`src/rtl/usb_evt_pkg.sv`:
```
package usb_evt_pkg;
  typedef enum logic [1:0] {
    HS_ACK      = 2'd0,
    HS_NAK      = 2'd1,
    HS_STALL    = 2'd2,
    HS_NO_REPLY = 2'd3
  } hs_code_t;

  localparam logic [1:0] REG_STATUS = 2'd0;
  localparam logic [1:0] REG_MASK   = 2'd1;
  localparam logic [1:0] REG_SEL    = 2'd2;
  localparam logic [1:0] REG_RETRY  = 2'd3;
endpackage

```
`src/rtl/usb_evt_judge.sv`:
```
module usb_evt_judge
  import usb_evt_pkg::*;
#(
  parameter bit IS_PIPE0 = 1'b0
) (
  input  logic       enable,
  input  logic       host_role,
  input  logic       vld,
  input  logic [1:0] code,
  input  logic       wr_dir,
  output logic       finish,
  output logic       retry
);
  logic in_scope;
  logic ends_xact;

  always_comb begin
    in_scope = enable && vld && (IS_PIPE0 || wr_dir);
    if (host_role)
      ends_xact = (hs_code_t'(code) != HS_NAK);
    else
      ends_xact = (hs_code_t'(code) == HS_ACK) || (hs_code_t'(code) == HS_STALL);
    finish = in_scope && ends_xact;
    retry  = in_scope && !ends_xact;
  end
endmodule

```
`src/rtl/usb_evt_retry_cnt.sv`:
```
module usb_evt_retry_cnt #(
  parameter int CNT_W = 8
) (
  input  logic             clk,
  input  logic             rst,
  input  logic             hit_retry,
  input  logic             hit_finish,
  output logic [CNT_W-1:0] count
);
  localparam logic [CNT_W-1:0] CNT_MAX = {CNT_W{1'b1}};

  always_ff @(posedge clk) begin
    if (rst)
      count <= '0;
    else if (hit_finish)
      count <= '0;
    else if (hit_retry && count != CNT_MAX)
      count <= count + 1'b1;
  end

  assert_cnt_sat_R10: assert property (@(posedge clk) disable iff (rst)
    (count == CNT_MAX && !hit_finish) |=> (count == CNT_MAX));
  assert_cnt_clear_R10: assert property (@(posedge clk) disable iff (rst)
    hit_finish |=> (count == '0));
endmodule

```
`src/rtl/usb_pipe_evt_reg.sv`:
```
module usb_pipe_evt_reg
  import usb_evt_pkg::*;
#(
  parameter int NUM_PIPES = 8,
  parameter int DATA_W    = 8,
  parameter int CNT_W     = 8
) (
  input  logic                   clk,
  input  logic                   rst,
  input  logic                   enable,
  input  logic                   host_role,
  input  logic [NUM_PIPES-1:0]   evt_vld,
  input  logic [2*NUM_PIPES-1:0] evt_code,
  input  logic [NUM_PIPES-1:0]   evt_wr_dir,
  input  logic [1:0]             cpu_addr,
  input  logic                   cpu_rd,
  input  logic                   cpu_wr,
  input  logic [DATA_W-1:0]      cpu_wdata,
  output logic [DATA_W-1:0]      cpu_rdata,
  output logic                   irq
);
  localparam int SEL_W = (NUM_PIPES > 1) ? $clog2(NUM_PIPES) : 1;

  logic [NUM_PIPES-1:0] set_vec;
  logic [NUM_PIPES-1:0] retry_vec;
  logic [NUM_PIPES-1:0] flags_q, flags_nxt;
  logic [NUM_PIPES-1:0] mask_q, mask_nxt;
  logic [SEL_W-1:0]     sel_q;
  logic [CNT_W-1:0]     cnt_arr [NUM_PIPES];
  logic                 clr;
  logic [DATA_W-1:0]    rd_mux;
  logic                 unused_wdata;

  assign unused_wdata = ^cpu_wdata;

  genvar gi;
  generate
    for (gi = 0; gi < NUM_PIPES; gi++) begin : g_pipe
      usb_evt_judge #(.IS_PIPE0(gi == 0)) judge_i (
        .enable    (enable),
        .host_role (host_role),
        .vld       (evt_vld[gi]),
        .code      (evt_code[2*gi +: 2]),
        .wr_dir    (evt_wr_dir[gi]),
        .finish    (set_vec[gi]),
        .retry     (retry_vec[gi])
      );
      usb_evt_retry_cnt #(.CNT_W(CNT_W)) cnt_i (
        .clk        (clk),
        .rst        (rst),
        .hit_retry  (retry_vec[gi]),
        .hit_finish (set_vec[gi]),
        .count      (cnt_arr[gi])
      );
    end
  endgenerate

  always_comb begin
    clr       = cpu_rd && (cpu_addr == REG_STATUS);
    flags_nxt = (clr ? '0 : flags_q) | set_vec;
    mask_nxt  = (cpu_wr && cpu_addr == REG_MASK) ? cpu_wdata[NUM_PIPES-1:0] : mask_q;
  end

  always_comb begin
    rd_mux = '0;
    case (cpu_addr)
      REG_STATUS: rd_mux[NUM_PIPES-1:0] = flags_q;
      REG_MASK:   rd_mux[NUM_PIPES-1:0] = mask_q;
      REG_SEL:    rd_mux[SEL_W-1:0]     = sel_q;
      default:    rd_mux[CNT_W-1:0]     = cnt_arr[sel_q];
    endcase
  end

  always_ff @(posedge clk) begin
    if (rst) begin
      flags_q   <= '0;
      mask_q    <= '1;
      sel_q     <= '0;
      irq       <= 1'b0;
      cpu_rdata <= '0;
    end else begin
      flags_q <= flags_nxt;
      mask_q  <= mask_nxt;
      irq     <= |(flags_nxt & mask_nxt);
      if (cpu_wr && cpu_addr == REG_SEL)
        sel_q <= cpu_wdata[SEL_W-1:0];
      if (cpu_rd)
        cpu_rdata <= rd_mux;
    end
  end

  assert_evt_kept_R6: assert property (@(posedge clk) disable iff (rst)
    (set_vec != '0) |=> ((flags_q & $past(set_vec)) == $past(set_vec)));
  assert_sticky_R5: assert property (@(posedge clk) disable iff (rst)
    !clr |=> ((flags_q & $past(flags_q)) == $past(flags_q)));
  assert_gated_R8: assert property (@(posedge clk) disable iff (rst)
    (!enable && !clr) |=> $stable(flags_q));
  assert_irq_level_R9: assert property (@(posedge clk) disable iff (rst)
    irq == |(flags_q & mask_q));
endmodule

```
`config.mk`:
```
export PLATFORM = sky130hd
export DESIGN_NAME = usb_pipe_evt_reg
export DESIGN_NICKNAME = d
export VERILOG_FILES = /design/src/rtl/usb_evt_pkg.sv /design/src/rtl/usb_evt_judge.sv /design/src/rtl/usb_evt_retry_cnt.sv /design/src/rtl/usb_pipe_evt_reg.sv
export SDC_FILE = /design/constraint.sdc
export NUM_CORES = 1
export LEC_CHECK = 0
export BUFFER_PORTS_ARGS = -buffer_cell sky130_fd_sc_hd__buf_2
export CAP_MARGIN = 5
export CORE_ASPECT_RATIO = 0.75
export CORE_MARGIN = 2
export CORE_UTILIZATION = 40
export CTS_CLUSTER_DIAMETER = 80
export DETAILED_ROUTE_END_ITERATION = 12
export GPL_TIMING_DRIVEN = 0
export PLACE_DENSITY = 0.66
export SETUP_SLACK_MARGIN = 0.2
export SYNTH_ARGS = -nofsm -noshare
export SYNTH_HDL_FRONTEND = slang
export SYNTH_SLANG_ARGS = --single-unit
export TNS_END_PERCENT = 5
```
`constraint.sdc`:
```
create_clock -name clk -period 2 [get_ports clk]
set_clock_uncertainty 0.15 [all_clocks]
set_input_delay 0.2 -clock clk [delete_from_list [all_inputs] [get_ports clk]]
set_output_delay 0.2 -clock clk [all_outputs]
set_load 0.01 [all_outputs]
```
==> qor.csv <==
metric,value,unit
reg-to-reg critical path startpoint,sel_q[1]$_SDFFE_PP0P_,
Post-Syn Nets,568,
IO Count,57,
P&R area growth vs syn,19.0,%
CP Capture Type,flip-flop,
Via density,5.84,
"Arr. time, crit path",1.92,ns
Clk pwr share,0.434,
FF/Latch Area,1850,sq um
vias in the first global route,4012,
CP endpoint,cpu_rdata[3]$_SDFFE_PP0P_,
P_int,3.02,mW
vias,4397,
"Cell Area, Synth",4810,sq um
Tot Pwr,3.98,mW
unrepaired setup endpoints after global routing,yes,
endpoints failing hold,0,
critical path peak fanout,9,
H-Tree Depth,3,
later-pin clock latency in the skew report,0.35,ns
CTS Sinks,92,
Synth cell types,44,
total number of yosys warnings,0,
row count,34,
global-route usage over all layers,0.215,
First DRT Iteration DRCs,402,
crit share post-route,0.913,
# DRC,0,
most numerous cell in the Yosys netlist,dfxtp_1,
clk slew on worst S/H paths,0.07,ns
CTS tree,done,
slew at the pin closest to its max-slew limit,0.573,ns
VDD IR-drop max,0.000462,V
antenna violations before repair,0,
share of async-settable or async-resettable flops after synthesis,0,
first-pass GRT wire length,21.1,mm
Avg Inst Size Synth,9.39,sq um
critical path startpoint,sel_q[1]$_SDFFE_PP0P_,
Min-Delay Path Class,primary input to flip-flop,
CP Launch Type,flip-flop,
number of flops mapped to enable cells by yosys,0,
Initial Util,0.413,
Cell Pwr Density,696,nW/um^2
Final #Nets,643,
drt wl/cell,18.1,um
status,"finished, final reports clean",
post-synthesis sequential area ratio,0.383,
Reg2Reg Setup Slack,0.17,ns
Total Wirelength,13.6,mm
grt total ovfl,0,
largest net degree at the start of global routing,15,
Synth Register Bits,92,
die area,12900,sq um
sw frac,0.243,
Pleak,2.17,nW
fmax,548,MHz
post-layout minimum cycle time,1.83,ns
Seq pwr share,0.475,
drt pass-1 iters,5,
Setup CP Type,flip-flop to flip-flop,
Post-synth top cells,"92 x dfxtp_1, 43 x a21oi_1, 43 x nand2_1, 36 x nor2_1, 31 x mux2i_1",
Worst R2R Path Depth,5,
endpoints failing setup,0,
fin. max-slew vios,0,
clock buffer depth,2,
layout cells sized above 1,0.208,
Comb power frac,0.091,
DP Wirelength,10.3,mm
Setup WS pre-CTS,-0.0729,ns
sw power,0.966,mW
worst path required time,2.09,ns
cell accounting for the most synthesized area,dfxtp_1,
worst r2r dst,cpu_rdata[3]$_SDFFE_PP0P_,
CORE AREA,11700,sq um
number of buffers added on ports,54,
main flop type after synthesis,dfxtp_1,
Clk Tree Root Cell,clkbuf_16,
post-route ant nets,0,
Ant. Diodes,0,
max_cap viols,0,
Mapped Cells,512,
die outline height,99.0,um
Die Wd,131,um
setup slack after layout,0.174,ns
number of fill cells,1119,
multi-input logic area,2850,sq um
area share of the largest cell type after synthesis,0.383,
Slew HR,0.615,
synth top area cells,"dfxtp_1 38%, mux4_2 7.5%, mux2i_1 6.5%",
Inserted Clock Buffers,9,
routability cong.,0.898,
==> metal layers <==
| layer | wire length, um | vias up | GRT usage |
|---|---|---|---|
| met5 | 0 | - | 0 |
| met4 | 225 | 0 | 0.0597 |
| met1 | 6720 | 2085 | 0.325 |
| met3 | 965 | 21 | 0.0586 |
| met2 | 5680 | 162 | 0.300 |
| li1 | - | 2129 | - |
==> per-stage QoR <==
stage          hold slack, ns  setup TNS [ns]  cell area (sq um)  utilization  cells
6_report               0.0230               0               5720        0.491    753
5_1_grt                0.0176               0               5720        0.491    753
4_1_cts               0.00507               0               5670        0.486    751
3_5_place_dp            0.272          -0.145               5280        0.453    728
3_3_place_gp            0.266         -0.0512               5280        0.453    728
2_1_floorplan           0.122               0               4810            -    512
==> cell families (layout without fill, tap and decap cells) <==
kind of cell,count (synthesis),after routing,share of synthesized area
AND/OR/NAND/NOR,171,171,0.181
AO/OA/AOI/OAI,147,147,0.217
multiplexers,47,47,0.139
adder cells (fa/ha/maj),8,8,0.0208
flip-flops,92,92,0.383
buffers and inverters,30,109,0.0278
XOR/XNOR,17,17,0.0310
==> how the worst min path moves through the flow <==
| stage | startpoint | end | slack (ns) | cells after the start |
|---|---|---|---|---|
| after floorplan | rst | sel_q[2]$_SDFFE_PP0P_ | 0.12 | 1 |
| after global placement | rst | sel_q[2]$_SDFFE_PP0P_ | 0.27 | 2 |
| after detailed placement | rst | sel_q[2]$_SDFFE_PP0P_ | 0.27 | 2 |
| after CTS | cpu_wdata[2] | mask_q[2]$_SDFF_PP1_ | 0.005 | 3 |
| after global routing | cpu_wdata[2] | mask_q[2]$_SDFF_PP1_ | 0.02 | 3 |
| final | cpu_wdata[2] | mask_q[2]$_SDFF_PP1_ | 0.02 | 3 |
==> worst max-delay path: stages (launching register included) <==
cell and delay [ns]:
dfxtp_1 0.31, buf_4 0.20, mux4_2 0.53, mux2i_1 0.13, o221ai_1 0.20, o211a_1 0.18
==> placed cells by master, fill, tap and decap left out, drive strengths merged, types with 2 or more instances in the layout <==
cell,count
o22ai,4
clkbuf,16
and3,13
or3,25
o211ai,7
a21oi,43
nor2,36
or4,16
buf,66
o31ai,19
o2111ai,10
nand3,21
a21bo,8
o221ai,8
xnor2,6
ha,8
clkinvlp,2
a22oi,7
o21ai,22
nor3,2
nand3b,2
mux4,16
dfxtp,92
o221a,3
or3b,2
o211a,6
dlygate4sd3,8
xor2,11
a21boi,8
nand4,8
inv,14
mux2i,31
nand2,43
==> power by group through the flow <==
stage / registers (mW) / logic, mW / clock network [mW]
2_1_floorplan: 1.93 / 0.200 / 0
3_3_place_gp: 1.93 / 0.337 / 0
3_5_place_dp: 1.93 / 0.342 / 0
4_1_cts: 1.89 / 0.357 / 1.74
5_1_grt: 1.89 / 0.396 / 1.83
6_report: 1.89 / 0.362 / 1.73
==> area by class of cell <==
cell class / count / share of cell area
clock inverter: 4 / 0.00875
tap: 162 / 0.0354
buffer: 16 / 0.0184
inverter: 14 / 0.00918
clock buffer: 11 / 0.0424
timing repair buffer: 64 / 0.0645
multi-input combinational: 390 / 0.498
sequential: 92 / 0.324
==> repair_timing <==
item                                   CTS  global route
hold buffers                             8             0
endpoints found under the hold margin    9             0
resized for setup                        6            21
setup buffers                            0             1
gates cloned                             0             1
setup endpoints to repair               17            48
pin swaps                                1             4
==> registers in the layout, summed over array words and instances, names as in the netlist <==
register            count
irq                     1
g_pipe.cnt_i.count     64
sel_q                   3
flags_q                 8
mask_q                  8
cpu_rdata               8
Note: power is estimated with default switching activity, not from simulation.
